**src/rtl/pirq_route_pkg.sv**
```systemverilog
package pirq_route_pkg;
  // steering nibble width and derived output count
  localparam int STEER_W    = 4;
  localparam int ISA_LINES  = 1 << STEER_W;
  localparam int PCI_LINES  = 4;
  // configuration byte offsets holding the steering fields
  localparam logic [7:0] OFS_LINE0  = 8'h55;
  localparam logic [7:0] OFS_LINE12 = 8'h56;
  localparam logic [7:0] OFS_LINE3  = 8'h57;
  // reserved ISA requests: 2, 8, 13
  localparam logic [ISA_LINES-1:0] RSV_DEFAULT = 16'h2104;

  typedef logic [STEER_W-1:0] steer_t;
endpackage

```
**src/rtl/pirq_cfg_regs.sv**
```systemverilog
module pirq_cfg_regs
  import pirq_route_pkg::*;
#(
  parameter int NUM_PCI = PCI_LINES
) (
  input  logic                            clk,
  input  logic                            rst,
  input  logic                            we,
  input  logic [7:0]                      addr,
  input  logic [7:0]                      wdata,
  output logic [NUM_PCI-1:0][STEER_W-1:0] steer
);
  logic [NUM_PCI-1:0][STEER_W-1:0] steer_q;

  always_ff @(posedge clk) begin
    if (rst) begin
      steer_q <= '0;
    end else if (we) begin
      unique case (addr)
        OFS_LINE0:  steer_q[0] <= wdata[7:4];
        OFS_LINE12: begin
          steer_q[1] <= wdata[3:0];
          steer_q[2] <= wdata[7:4];
        end
        OFS_LINE3:  steer_q[3] <= wdata[7:4];
        default: ;
      endcase
    end
  end

  assign steer = steer_q;

  AST_CFG_HOLD: assert property (@(posedge clk) disable iff (rst)
    (!$past(rst) && !$past(we)) |-> $stable(steer)) else $error("cfg changed without write");
endmodule

```
**src/rtl/pirq_decode.sv**
```systemverilog
module pirq_decode
  import pirq_route_pkg::*;
#(
  parameter int                   NUM_PCI  = PCI_LINES,
  parameter int                   NUM_ISA  = ISA_LINES,
  parameter logic [NUM_ISA-1:0]   RSV_MASK = RSV_DEFAULT
) (
  input  logic                            clk,
  input  logic                            rst,
  input  logic [NUM_PCI-1:0][STEER_W-1:0] steer,
  output logic [NUM_PCI-1:0][NUM_ISA-1:0] sel_oh,
  output logic                            rsv_hit
);
  always_comb begin
    sel_oh  = '0;
    rsv_hit = 1'b0;
    for (int i = 0; i < NUM_PCI; i++) begin
      if (steer[i] != '0) begin
        sel_oh[i][steer[i]] = 1'b1;
        if (RSV_MASK[steer[i]]) rsv_hit = 1'b1;
      end
    end
  end

  for (genvar g = 0; g < NUM_PCI; g++) begin : g_chk
    AST_DIS_NO_SEL: assert property (@(posedge clk) disable iff (rst)
      (steer[g] == '0) |-> (sel_oh[g] == '0)) else $error("disabled line selects");
  end
endmodule

```
**src/rtl/pirq_merge.sv**
```systemverilog
module pirq_merge #(
  parameter int NUM_PCI = 4,
  parameter int NUM_ISA = 16
) (
  input  logic                            clk,
  input  logic                            rst,
  input  logic [NUM_PCI-1:0][NUM_ISA-1:0] sel_oh,
  input  logic [NUM_PCI-1:0]              pci_lvl,
  input  logic [1:0]                      ide_lvl,
  input  logic                            rsv_hit,
  output logic [NUM_ISA-1:0]              isa_q,
  output logic                            err_q
);
  localparam int IDE_BASE = NUM_ISA - 2;

  logic [NUM_ISA-1:0] isa_d;

  always_comb begin
    isa_d = '0;
    for (int j = 0; j < NUM_ISA; j++) begin
      for (int i = 0; i < NUM_PCI; i++) begin
        isa_d[j] = isa_d[j] | (sel_oh[i][j] & pci_lvl[i]);
      end
    end
    isa_d[IDE_BASE]   = isa_d[IDE_BASE]   | ide_lvl[0];
    isa_d[IDE_BASE+1] = isa_d[IDE_BASE+1] | ide_lvl[1];
  end

  always_ff @(posedge clk) begin
    if (rst) begin
      isa_q <= '0;
      err_q <= 1'b0;
    end else begin
      isa_q <= isa_d;
      err_q <= rsv_hit;
    end
  end

  AST_IDE0_PASS: assert property (@(posedge clk) disable iff (rst)
    (!$past(rst) && $past(ide_lvl[0])) |-> isa_q[IDE_BASE]) else $error("ide0 lost");
  AST_IDE1_PASS: assert property (@(posedge clk) disable iff (rst)
    (!$past(rst) && $past(ide_lvl[1])) |-> isa_q[IDE_BASE+1]) else $error("ide1 lost");
  AST_IDLE_QUIET: assert property (@(posedge clk) disable iff (rst)
    ($past(pci_lvl) == '0 && $past(ide_lvl) == '0) |-> (isa_q == '0)) else $error("spurious irq");
  AST_IRQ0_QUIET: assert property (@(posedge clk) disable iff (rst)
    !isa_q[0]) else $error("irq0 driven");
endmodule

```
**src/rtl/pirq_router.sv**
```systemverilog
module pirq_router
  import pirq_route_pkg::*;
#(
  parameter int                 NUM_PCI  = PCI_LINES,
  parameter int                 NUM_ISA  = ISA_LINES,
  parameter logic [NUM_ISA-1:0] RSV_MASK = RSV_DEFAULT
) (
  input  logic               clk,
  input  logic               rst,
  input  logic               cfg_we,
  input  logic [7:0]         cfg_addr,
  input  logic [7:0]         cfg_wdata,
  input  logic [NUM_PCI-1:0] pci_irq,
  input  logic [1:0]         ide_irq,
  output logic [NUM_ISA-1:0] isa_irq,
  output logic               route_err
);
  logic [NUM_PCI-1:0][STEER_W-1:0] steer;
  logic [NUM_PCI-1:0][NUM_ISA-1:0] sel_oh;
  logic                            rsv_hit;

  pirq_cfg_regs #(.NUM_PCI(NUM_PCI)) u_cfg (
    .clk(clk), .rst(rst), .we(cfg_we), .addr(cfg_addr), .wdata(cfg_wdata),
    .steer(steer)
  );

  pirq_decode #(.NUM_PCI(NUM_PCI), .NUM_ISA(NUM_ISA), .RSV_MASK(RSV_MASK)) u_dec (
    .clk(clk), .rst(rst), .steer(steer), .sel_oh(sel_oh), .rsv_hit(rsv_hit)
  );

  pirq_merge #(.NUM_PCI(NUM_PCI), .NUM_ISA(NUM_ISA)) u_mrg (
    .clk(clk), .rst(rst), .sel_oh(sel_oh), .pci_lvl(pci_irq), .ide_lvl(ide_irq),
    .rsv_hit(rsv_hit), .isa_q(isa_irq), .err_q(route_err)
  );

  for (genvar g = 0; g < NUM_PCI; g++) begin : g_rsv
    AST_RSV_FLAG: assert property (@(posedge clk) disable iff (rst)
      (steer[g] != '0 && RSV_MASK[steer[g]]) |=> route_err) else $error("reserved not flagged");
  end
  AST_RST_QUIET: assert property (@(posedge clk) disable iff (rst)
    $past(rst) |-> (isa_irq == '0 && !route_err)) else $error("not clear after reset");
endmodule

```
**config.mk**
```make
export PLATFORM = sky130hd
export DESIGN_NAME = pirq_router
export DESIGN_NICKNAME = d
export VERILOG_FILES = /design/src/rtl/pirq_route_pkg.sv /design/src/rtl/pirq_cfg_regs.sv /design/src/rtl/pirq_decode.sv /design/src/rtl/pirq_merge.sv /design/src/rtl/pirq_router.sv
export SDC_FILE = /design/constraint.sdc
export NUM_CORES = 1
export LEC_CHECK = 0
export ABC_AREA = 1
export ABC_CLOCK_PERIOD_IN_PS = 1850
export BUFFER_PORTS_ARGS = -buffer_cell sky130_fd_sc_hd__buf_2
export CORE_MARGIN = 5
export CORE_UTILIZATION = 24
export DETAILED_ROUTE_END_ITERATION = 8
export SETUP_SLACK_MARGIN = 0.15
export SYNTH_ARGS = -nofsm -noshare
export SYNTH_HDL_FRONTEND = slang
export SYNTH_SLANG_ARGS = --single-unit
```
**constraint.sdc**
```tcl
create_clock -name clk -period 1.85 [get_ports clk]
set_input_delay 0.185 -clock clk [delete_from_list [all_inputs] [get_ports clk]]
set_output_delay 0.185 -clock clk [all_outputs]
set_load 0.02 [all_outputs]
```
# Yosys cells after proc, flatten, opt, wreduce, memory -nomap -nowiden
# Memory sizes are Yosys's and may differ from the RTL's. A register that Yosys moved wholly into a read port is not among the register bits.
# Cells that the tools add are included.
dict set report totals {
  register_bits 33
  rom_bits 64
  output_inout_bits 17
  elab_cells 178
  mem_count 4
}
dict set report op_classes {
  magnitude_cmp 8
  eq_ne 3
  n_mux 32
  n_bitwise 114
  reduce_logical 11
}
# name words width rd rd_ports_with_merged_regs write_ports line
set memory_table {}
lappend memory_table {{(name not given)} 16 1 1 1 0 pirq_decode.sv:20} ;# if (RSV_MASK[steer[i]]) rsv_hit = 1'b1;
lappend memory_table {{(name not given)} 16 1 1 1 0 pirq_decode.sv:20}
lappend memory_table {{(name not given)} 16 1 1 1 0 pirq_decode.sv:20}
lappend memory_table {{(name not given)} 16 1 1 1 0 pirq_decode.sv:20}
# operator n
set op_table {}
lappend op_table {{$and A1 B1 Y1} 64}
lappend op_table {{$mux W16} 4}
lappend op_table {{$or A1 B1 Y1} 50}
lappend op_table {{$mux W4} 8}
lappend op_table {{$eq A8 B7 Y1 const B} 3}
lappend op_table {{$lt A4 B5 Y1 const B} 4}
lappend op_table {{$demux W1 S4} 4}
lappend op_table {{$ge A4 B1 Y1 const B} 4}
lappend op_table {{$mux W1} 16}
lappend op_table {{$reduce_bool A4 Y1} 4}
lappend op_table {{$reduce_and A2 Y1} 3}
lappend op_table {{$logic_and A1 B1 Y1} 4}

# Logic depth before layout (Yosys ltp)
# Gate-level depths: netlist of the first run.
dict set report logic_depth {
  word_depth 10
  depth_mapped 12
  ltp_nobuf 11
}

# Modules after synthesis
# A second synthesis of the first run with hierarchy kept.
dict set report hier_totals {
  cells_unflattened 439
  area_unflattened_um2 2447.3
}
# mod n_inst cells_each area_per_inst_um2
set modules_own_cells {}
lappend modules_own_cells {pirq_merge 1 159 954.7}
lappend modules_own_cells {pirq_cfg_regs 1 131 888.4}
lappend modules_own_cells {pirq_decode 1 149 604.3}

# Worst setup path before layout of the first run
# No wires, ideal clock.
dict set report synth_path {
  kind {input to register}
  startpoint {input port cfg_addr[3]}
  endpoint {register with a tool-made name}
  t_arrival_ps 1101
  t_required_ps 1740
  path_slack_ps 639
  cell_stages 11
  path_buffers 1
  path_cell_list {inv_1 > nand3_2 > nor2_4 > nand2_4 > buf_6 > o21ai_2 > nand2_1 > nand2_1 > nand2_1 > inv_1 > nor2_1}
}
# element line
set synth_lines {}
lappend synth_lines {{start, declared} pirq_router.sv:11} ;# input logic [7:0] cfg_addr,

# Final worst setup path of the first run
dict set report layout_path {
  startpoint {register u_cfg.steer_q, in the netlist u_cfg.steer[12]}
  endpoint {register u_mrg.isa_q[3]}
}
dict set report layout_via {
  elab_chain_cells 7
  elab_cells_between_ends 9
  cone_classes {2 x order compare; 3 x mux; 2 x bitwise; 2 x reduce/logical}
}
# element line
set layout_lines {}
lappend layout_lines {{start, declared} pirq_cfg_regs.sv:13} ;# logic [NUM_PCI-1:0][STEER_W-1:0] steer_q;
lappend layout_lines {{$lt A4 B5 Y1 (not written as such) / $ge A4 B1 Y1 (equally long branches)} pirq_decode.sv:19} ;# sel_oh[i][steer[i]] = 1'b1;
lappend layout_lines {{$logic_and A1 B1 Y1 (not written as such)} pirq_decode.sv:19}
lappend layout_lines {{$mux W1 (not written as such)} pirq_decode.sv:19}
lappend layout_lines {{$demux W1 S4} --}
lappend layout_lines {{$mux W16 *} pirq_decode.sv:18} ;# if (steer[i] != '0) begin
lappend layout_lines {{$and A1 B1 Y1 *} pirq_merge.sv:22} ;# isa_d[j] = isa_d[j] | (sel_oh[i][j] & pci_lvl[i]);
lappend layout_lines {{$or A1 B1 Y1 *} pirq_merge.sv:22}
lappend layout_lines {{end signal, assigned} pirq_merge.sv:34} ;# isa_q <= isa_d;
lappend layout_lines {{end, declared} pirq_merge.sv:11} ;# output logic [NUM_ISA-1:0] isa_q,
# Mark *: on every way between the ends. The rest lies on a longest branch, timed or not.
# A chain may end at the register's enable or synchronous reset.

==> metrics, run 1 <==
Max Cap Viol=0; clk_lat worst skew=0.28 ns; Starting DRT DRC Count=117; placed wire-length estimate=4840 um; CP Data Required Time=2.06 ns; CP max stage delay=0.49 ns; slowest cell on the critical path=nor3_1; Tot Pwr=0.001451 W; Synth-to-Final Area Change=18.72%; Worst IR Drop VDD=216.1 uV; TritonCTS Sinks=36; Final setup viols=0; Synth Instances=333; cell leakage power=1.324 nW; Buf+Inv Stages, Crit Path=1; placer congestion estimate=0.9100; fin crit period=1.457 ns; CP Capture Type=register; FP Rows=34; Mapped Area=2106 um2; hold crit path type=in2reg; Slew Viols, Final=0; core footprint=8636 um2; leading cell types in the layout, fill and taps excluded=nand2_1, inv_1, nand3_1, buf_2, nor2_1; H-tree Lvls=2; Setup crit start kind=register; drc violations=0; grt total ovfl=0; distinct cell type count of the synthesized netlist=31; critical-path cell list=inv_1, nor3_1, a22oi_1, a21oi_1; vias in the first global route=2083; total setup buffers inserted after CTS=0; initial antenna violation count=0; Port Buffers=40; CTS root buf=clkbuf_8; via count=2203; cts bufs inserted=5; Longest Clk Path Bufs=2; Avg Vias per Cell=4.561; IO Pins=42; DIE HEIGHT=103.7 um; status=finished clean; syn_nets=358; final period utilization=78.76%; Crit path arrival time=1.67 ns; DRT antenna net count=0; hold buffers post-CTS=0; Slew HR=59.02%; drt pass-1 iters=4; worst slew pin tran=0.6141 ns; layout cell share with drive strength beyond 1=17.33%; Initial Utilization=24.38%; Clk pin slew, worst setup/hold paths=0.07 ns; FMAX=686.3 MHz; number of synthesis warnings=0; Setup CP Type=reg2reg; CP top delay family=simple AND/OR/NAND/NOR gates; largest net degree at the start of global routing=21; total routed wirelength=5919 um; Seq/Total Area, Yosys=34.22%; most common cell after layout, fill and taps aside=nand2_1; DR WL/cell=12.25 um; total negative slack=0 ns; RSZ-0062 raised after global routing=false; PD cells=580.3 nW/um2; #FFs+latches synth=36; total track usage=10.96%; fin nets=399; Avg Cell Area, Syn=6.324 um2; Hold Fails Final Rpt=0; CTS tree=yes; number of diodes=0; worst-path maximum fanout=4; Die X=103.7 um; first-pass GRT wire length=9798 um; worst clock skew=0.006019 ns; die area=10750 um2; post-CTS sizing=0
==> final timing paths <==
kind | start | endpoint | slack (ns) | cells after the start
setup reg to reg | u_cfg.steer[12]$_SDFFE_PP0N_ | u_mrg.isa_q[3]$_SDFF_PP0_ | 0.39 | 4
hold reg to reg | register | u_mrg.err_q$_SDFF_PP0_ | 0.53 | 2
hold / removal | ide_irq[1] | u_mrg.isa_q[15]$_SDFF_PP0_ | 0.11 | 3
setup / recovery | u_cfg.steer[12]$_SDFFE_PP0N_ | u_mrg.isa_q[3]$_SDFF_PP0_ | 0.39 | 4
==> cells in the mapped netlist <==
cell      instances  area, um2
inv_2             1      3.750
nor3_1            5      25.02
nand2_1          80      300.3
a31oi_1          10      62.56
nand2_2           4      25.02
o21ai_2           1      8.760
a221oi_1          1      8.760
o21ai_1           3      15.01
nor2_2            5      31.28
a32oi_1           5      43.79
nor2_4            1      11.26
nor2_1           39      146.4
o21ai_0           5      25.02
clkbuf_1          4      15.01
nand3_1          40      200.2
a22oi_1           5      37.54
buf_6             1      11.26
nand3b_1          1      7.510
a41oi_1           2      17.52
buf_4             2      15.01
o221ai_1          2      17.52
conb_1            1      3.750
clkinv_2          1      5.000
nand4_1           4      25.02
o31ai_1           1      7.510
nand3_2           2      20.02
a21oi_1          10      50.05
buf_2             1      5.000
nand2_4           2      22.52
inv_1            58      217.7
dfxtp_1          36      720.7
==> logic make-up (layout without fill, tap and decap cells) <==
group / count (synthesis) / in the layout / share of synthesized area, %
DFF: 36 / 36 / 34.22
other: 1 / 1 / 0.1781
buffers and inverters: 68 / 110 / 12.95
and+or+nand+nor: 183 / 183 / 38.68
AOI/OAI and AO/OA: 45 / 45 / 13.96
==> final cells by class <==
class                      count  area, um2
sequential                    36      720.7
timing repair buffer          42      215.2
tap                          108      135.1
multi-input combinational    229       1112
fill                         938       6136
inverter                      60      226.5
clock buffer                   8      90.09
==> metal layers <==
metal / up-vias / routed length, um / GRT usage [%]
li1: 1159 / - / -
met1: 930 / 2963 / 15.48
met2: 95 / 2282 / 15.39
met3: 19 / 504 / 2.923
met4: 0 / 170 / 5.088
met5: - / 0 / 0
==> where the power goes <==
| part | switching [W] | internal (W) |
|---|---|---|
| Clock | 0.000262 | 0.000304 |
| Sequential | 0.00000153 | 0.000778 |
| Combinational | 0.0000702 | 0.0000352 |
==> tightest hold or removal path: stages <==
cell    delay, ns
buf_2        0.08
nor3_1       0.04
nor2_1       0.07
==> per-stage QoR <==
stage / util [%] / cells / hold slack, ns / instance area (um2) / setup WS [ns]
global route: 28.95 / 483 / 0.1462 / 2500 / 0.2742
CTS: 28.95 / 483 / 0.1088 / 2500 / 0.4577
detailed placement: 27.91 / 475 / 0.4108 / 2410 / 0.2601
global placement: 27.91 / 475 / 0.4137 / 2410 / 0.3122
floorplan: - / 333 / 0.3120 / 2106 / 0.6388
finish: 28.95 / 483 / 0.1143 / 2500 / 0.3930
Power figures use the tool's default switching activity.
==> run 2, diff against run 1 <==
--- a/config.mk
+++ b/config.mk
@@ -6,7 +6,7 @@
 export NUM_CORES = 1
 export LEC_CHECK = 0
 export ABC_AREA = 1
-export ABC_CLOCK_PERIOD_IN_PS = 1850
+export ABC_CLOCK_PERIOD_IN_PS = 1500
 export BUFFER_PORTS_ARGS = -buffer_cell sky130_fd_sc_hd__buf_2
 export CORE_MARGIN = 5
 export CORE_UTILIZATION = 24
==> constraint.sdc (replaced) <==
create_clock -name clk -period 1.5 [get_ports clk]
set_input_delay 0.15 -clock clk [delete_from_list [all_inputs] [get_ports clk]]
set_output_delay 0.15 -clock clk [all_outputs]
set_load 0.02 [all_outputs]
==> metrics, run 2 (same netlist as run 1, synthesis figures left out) <==
status=finished clean; first-pass GRT wire length=10290 um (+5.1%); Synth-to-Final Area Change=22.10%; Clk pin slew, worst setup/hold paths=0.07 ns (about the same); layout cell share with drive strength beyond 1=19.21% (+1.9 points); Hold Fails Final Rpt=0 (unchanged); core footprint=8636 um2 (unchanged); Worst IR Drop VDD=289.5 uV (+34%); FMAX=802.1 MHz (+17%); number of diodes=0 (unchanged); met1 wire length=3039 um (+2.6%); via count=2255 (+2.4%); clk_lat worst skew=0.28 ns (about the same); placed wire-length estimate=4991 um (+3.1%); Crit path arrival time=1.46 ns (-0.21 ns); most common cell after layout, fill and taps aside=nand2_1; placer congestion estimate=0.9078 (-0.24%); drc violations=0 (unchanged); drt pass-1 iters=5 (+1); Reg2Reg Depth=6 (+2); Port Buffers=40 (unchanged); H-tree Lvls=2 (unchanged); CP Capture Type=register; leading cell types in the layout, fill and taps excluded=nand2_1, inv_1, nand3_1, buf_2, nor2_1; largest net degree at the start of global routing=21 (unchanged); total negative slack=0 ns (unchanged); IO Pins=42 (unchanged); DRT antenna net count=0 (unchanged); TritonCTS Sinks=36 (unchanged); # fillers=969 (+3.3%); CTS root buf=clkbuf_8; CTS tree=yes; cts bufs inserted=5 (unchanged); final period utilization=83.11% (+4.4 points); Initial Utilization=24.38% (unchanged); Met3 Wirelength=419 um (-17%); Final Instance Area=2571 um2 (+2.9%); Top Metal Used=met4; Longest Clk Path Bufs=2 (unchanged); PD cells=744.3 nW/um2 (+28%); fin crit period=1.247 ns (-0.2103 ns); Avg Vias per Cell=4.621 (+1.3%); worst clock skew=0.004369 ns (-0.001649 ns); RSZ-0062 raised after global routing=true; Die X=103.7 um (unchanged); hold crit path type=in2reg; worst-path maximum fanout=5 (+1); vias in the first global route=2171 (+4.2%); Max Cap Viol=0 (unchanged); CP Data Required Time=1.71 ns (-0.35 ns); DP Area=2460 um2 (+2.1%); DR WL met2=2440 um (+6.9%); FP Rows=34 (unchanged); grt total ovfl=0 (unchanged); Setup CP Type=reg2reg; total routed wirelength=6003 um (+1.4%); Setup crit start kind=register; DIE HEIGHT=103.7 um (unchanged); total track usage=11.38% (+0.41 points); initial antenna violation count=0 (unchanged); fin nets=404 (+1.3%); Starting DRT DRC Count=136 (+16%); DR WL/cell=12.30 um (+0.38%); cell leakage power=1.364 nW (+3.1%); total setup buffers inserted after CTS=0 (unchanged); hold path cells=3 (unchanged); Final setup viols=0 (unchanged); Slew Viols, Final=0 (unchanged); die area=10750 um2 (unchanged)
## run 2: worst paths after layout
| check | from | endpoint | slack, ns |
|---|---|---|---|
| hold reg to reg | register | u_mrg.err_q$_SDFF_PP0_ | 0.53 |
| setup reg to reg | u_cfg.steer[6]$_SDFFE_PP0N_ | u_mrg.isa_q[7]$_SDFF_PP0_ | 0.25 |
| setup / recovery | u_cfg.steer[6]$_SDFFE_PP0N_ | u_mrg.isa_q[7]$_SDFF_PP0_ | 0.25 |
| hold / removal | ide_irq[1] | u_mrg.isa_q[15]$_SDFF_PP0_ | 0.09 |
## run 2: final cells by class
type / instances / area [um2] / area share, %
clock buffers: 6 / 72.57 / 2.822
flip-flops and latches: 36 / 721.9 / 28.08
clock inverters: 2 / 35.03 / 1.363
multi-input cells: 229 / 1115 / 43.36
inverters: 60 / 226.5 / 8.808
well taps: 108 / 135.1 / 5.255
repair buffers: 47 / 265.3 / 10.32
## run 2: critical path: stages, from the launching register on
cell,delay (ns)
dfxtp_1,0.42
inv_1,0.10
nor2_1,0.26
inv_1,0.10
nor2_1,0.10
a21oi_1,0.05
a21oi_1,0.15
## run 2: metrics by stage
step | util (%) | instances | power, W | hold WS, ns | setup WS, ns
5_1_grt | 29.77 | 488 | 0.002008 | 0.1174 | 0.1470
3_5_place_dp | 28.48 | 480 | 0.001120 | 0.3885 | 0.06995
3_3_place_gp | 28.48 | 480 | 0.001120 | 0.3790 | 0.1238
6_report | 29.77 | 488 | 0.001914 | 0.09380 | 0.2533
2_1_floorplan | - | 333 | 0.001055 | 0.2770 | 0.3238
4_1_cts | 29.73 | 488 | 0.001945 | 0.09227 | 0.2826
## run 2: what timing repair did
item | in CTS | in global routing
hold buffers | 0 | 0
gates resized for setup | 0 | 2
setup endpoints to repair | 0 | 3
## run 2: layer usage
metal,track usage [%],up-vias
li1,-,1167
met1,15.73,993
met2,16.99,83
met3,3.047,12
met4,3.978,0
met5,0,-
## run 2: power breakdown
group | total, W | leakage [nW] | internal, W | switching [W]
combinational | 0.000138 | 1.02 | 0.0000497 | 0.0000879
clock | 0.000814 | 0.0552 | 0.000493 | 0.000321
sequential | 0.000962 | 0.291 | 0.000960 | 0.00000195
==> run 3, diff against run 2 <==
--- a/config.mk
+++ b/config.mk
@@ -6,7 +6,7 @@
 export NUM_CORES = 1
 export LEC_CHECK = 0
 export ABC_AREA = 1
-export ABC_CLOCK_PERIOD_IN_PS = 1500
+export ABC_CLOCK_PERIOD_IN_PS = 1200
 export BUFFER_PORTS_ARGS = -buffer_cell sky130_fd_sc_hd__buf_2
 export CORE_MARGIN = 5
 export CORE_UTILIZATION = 24
==> constraint.sdc (replaced) <==
create_clock -name clk -period 1.2 [get_ports clk]
set_input_delay 0.12 -clock clk [delete_from_list [all_inputs] [get_ports clk]]
set_output_delay 0.12 -clock clk [all_outputs]
set_load 0.02 [all_outputs]
==> metrics, run 3 (same netlist as run 1, synthesis figures left out) <==
status=finished clean; drt pass-1 iters=4 (-1); worst setup path startpoint=u_cfg.steer[12]$_SDFFE_PP0N_; H-tree Lvls=2 (unchanged); grt total ovfl=0 (unchanged); Comb power frac=9.6% (+2.4 points); vias in the first global route=2332 (+7.4%); worst-path maximum fanout=3 (-2); Initial Utilization=24.38% (unchanged); hold buffers post-CTS=0 (unchanged); Worst R2R End=u_mrg.isa_q[7]$_SDFF_PP0_; Clk pin slew, worst setup/hold paths=0.07 ns (about the same); core footprint=8636 um2 (unchanged); total track usage=12.08% (+0.71 points); Hold Fails Final Rpt=0 (unchanged); leading cell types in the layout, fill and taps excluded=nand2_1, buf_2, inv_1; Longest Clk Path Bufs=2 (unchanged); Reg2Reg Depth=5 (-1); TritonCTS Sinks=36 (unchanged); number of diodes=0 (unchanged); IO Pins=42 (unchanged); DRT antenna net count=0 (unchanged); hold crit path type=in2reg; Switching Power=0.0005785 W (+41%); CP Capture Type=register; Avg Vias per Cell=4.660 (+0.84%); Final Instance Area=3347 um2 (+30%); placed wire-length estimate=5200 um (+4.2%); Buf+Inv Stages, Crit Path=2 (unchanged); drc violations=0 (unchanged); slowest cell on the critical path=dfxtp_2; Max Cap Viol=0 (unchanged); FMAX=940.3 MHz (+17%); WP depth=5 (-1); cts bufs inserted=5 (unchanged); RSZ-0062 raised after global routing=true; clk_lat worst skew=0.29 ns (about the same); CP endpoint=u_mrg.isa_q[7]$_SDFF_PP0_; Internal Power=0.001884 W (+25%); total routed wirelength=6688 um (+11%); most common cell after layout, fill and taps aside=nand2_1; CTS root buf=clkbuf_8; placed insts=505 (+5.2%); largest net degree at the start of global routing=21 (unchanged); fin crit period=1.064 ns (-0.1832 ns); PD cells=735.7 nW/um2 (-1.1%); via count=2437 (+8.1%); Starting DRT DRC Count=91 (-33%); die area=10750 um2 (unchanged); placer congestion estimate=0.9172 (+1.0%); Setup CP Type=reg2reg; initial antenna violation count=0 (unchanged); DIE HEIGHT=103.7 um (unchanged); Die X=103.7 um (unchanged); sequential share of power=47.9% (-2.4 points); clock power share=42.5% (about the same); Synth-to-Final Area Change=58.94%; CP Data Required Time=1.41 ns (-0.30 ns); fin cells=523 (+7.2%); layout cell share with drive strength beyond 1=49.88% (+31 points); Worst R2R Start=u_cfg.steer[12]$_SDFFE_PP0N_; first-pass GRT wire length=10900 um (+5.8%); critical-path cell list=inv_4, nor3_4, buf_6, a22oi_1, a21oi_1; Slew Viols, Final=0 (unchanged); Crit path arrival time=1.28 ns (-0.18 ns); Worst IR Drop VDD=436.2 uV (+51%); Sw Share=23.49% (+2.0 points); setup slack, reg-to-reg=0.14 ns (-0.12 ns); Port Buffers=40 (unchanged); DP Area=2685 um2 (+9.2%); Final setup viols=0 (unchanged); CP top delay family=flip-flops; DR WL/cell=12.79 um (+4.0%); Setup crit start kind=register; CTS tree=yes; CP max stage delay=0.35 ns (-0.07 ns); FP Rows=34 (unchanged); cell leakage power=1.625 nW (+19%); fin nets=439 (+8.7%); worst clock skew=0.004174 ns (-0.0001953 ns); final period utilization=88.63% (+5.5 points)
## run 3: stage by stage
step / hold slack (ns) / setup WS, ns / utilization [%] / power [W] / TNS (ns)
2_1_floorplan: 0.2470 / 0.09180 / - / 0.001324 / 0
4_1_cts: 0.05653 / 0.09346 / 33.69 / 0.002468 / 0
3_3_place_gp: 0.3603 / -0.1156 / 31.09 / 0.001428 / -0.2923
3_5_place_dp: 0.3577 / -0.1356 / 31.09 / 0.001430 / -0.4489
6_report: 0.05932 / 0.1365 / 38.76 / 0.002462 / 0
5_1_grt: 0.09648 / 0.09393 / 38.76 / 0.002567 / 0
## run 3: power groups by stage
stage / Combinational [W] / Sequential [W] / Clock, W
after floorplan: 0.0000901 / 0.00123 / 0
after global placement: 0.000199 / 0.00123 / 0
after detailed placement: 0.000201 / 0.00123 / 0
after CTS: 0.000205 / 0.00119 / 0.00107
after global routing: 0.000261 / 0.00118 / 0.00113
final: 0.000237 / 0.00118 / 0.00105
## run 3: metal layers
metal  global-route usage (%)  vias to the layer above  wire length (um)
met5                        0                        -                 0
met4                    5.088                        0               156
met3                    3.172                       14               383
met2                    17.76                       79              3001
met1                    16.63                     1093              3146
li1                         -                     1251                 -
## run 3: worst min path at each step
stage / from / endpoint / depth (start not counted)
2_1_floorplan: ide_irq[1] / u_mrg.isa_q[15]$_SDFF_PP0_ / 2
3_3_place_gp: ide_irq[1] / u_mrg.isa_q[15]$_SDFF_PP0_ / 3
3_5_place_dp: ide_irq[1] / u_mrg.isa_q[15]$_SDFF_PP0_ / 3
4_1_cts: ide_irq[1] / u_mrg.isa_q[15]$_SDFF_PP0_ / 3
5_1_grt: ide_irq[0] / u_mrg.isa_q[14]$_SDFF_PP0_ / 3
6_report: ide_irq[1] / u_mrg.isa_q[15]$_SDFF_PP0_ / 3
## run 3: area by class of cell
cell class,instances,area [um2]
clock buffers,6,72.57
clock inverters,2,35.03
fillers,883,5289
inverters,60,250.2
multi-input cells,230,1500
flip-flops and latches,36,768.2
well taps,108,135.1
repair buffers,81,585.6
## run 3: timing repair
action                                  in CTS  in global routing
endpoints found under the setup margin      17                 21
setup buffers                                1                  8
gates cloned                                 0                  1
pin swaps                                    9                 40
resized for setup                           45                107
## run 3: tightest hold or removal path: stages
cell and delay [ns]:
buf_2 0.08, nor3_2 0.03, nor2_1 0.07
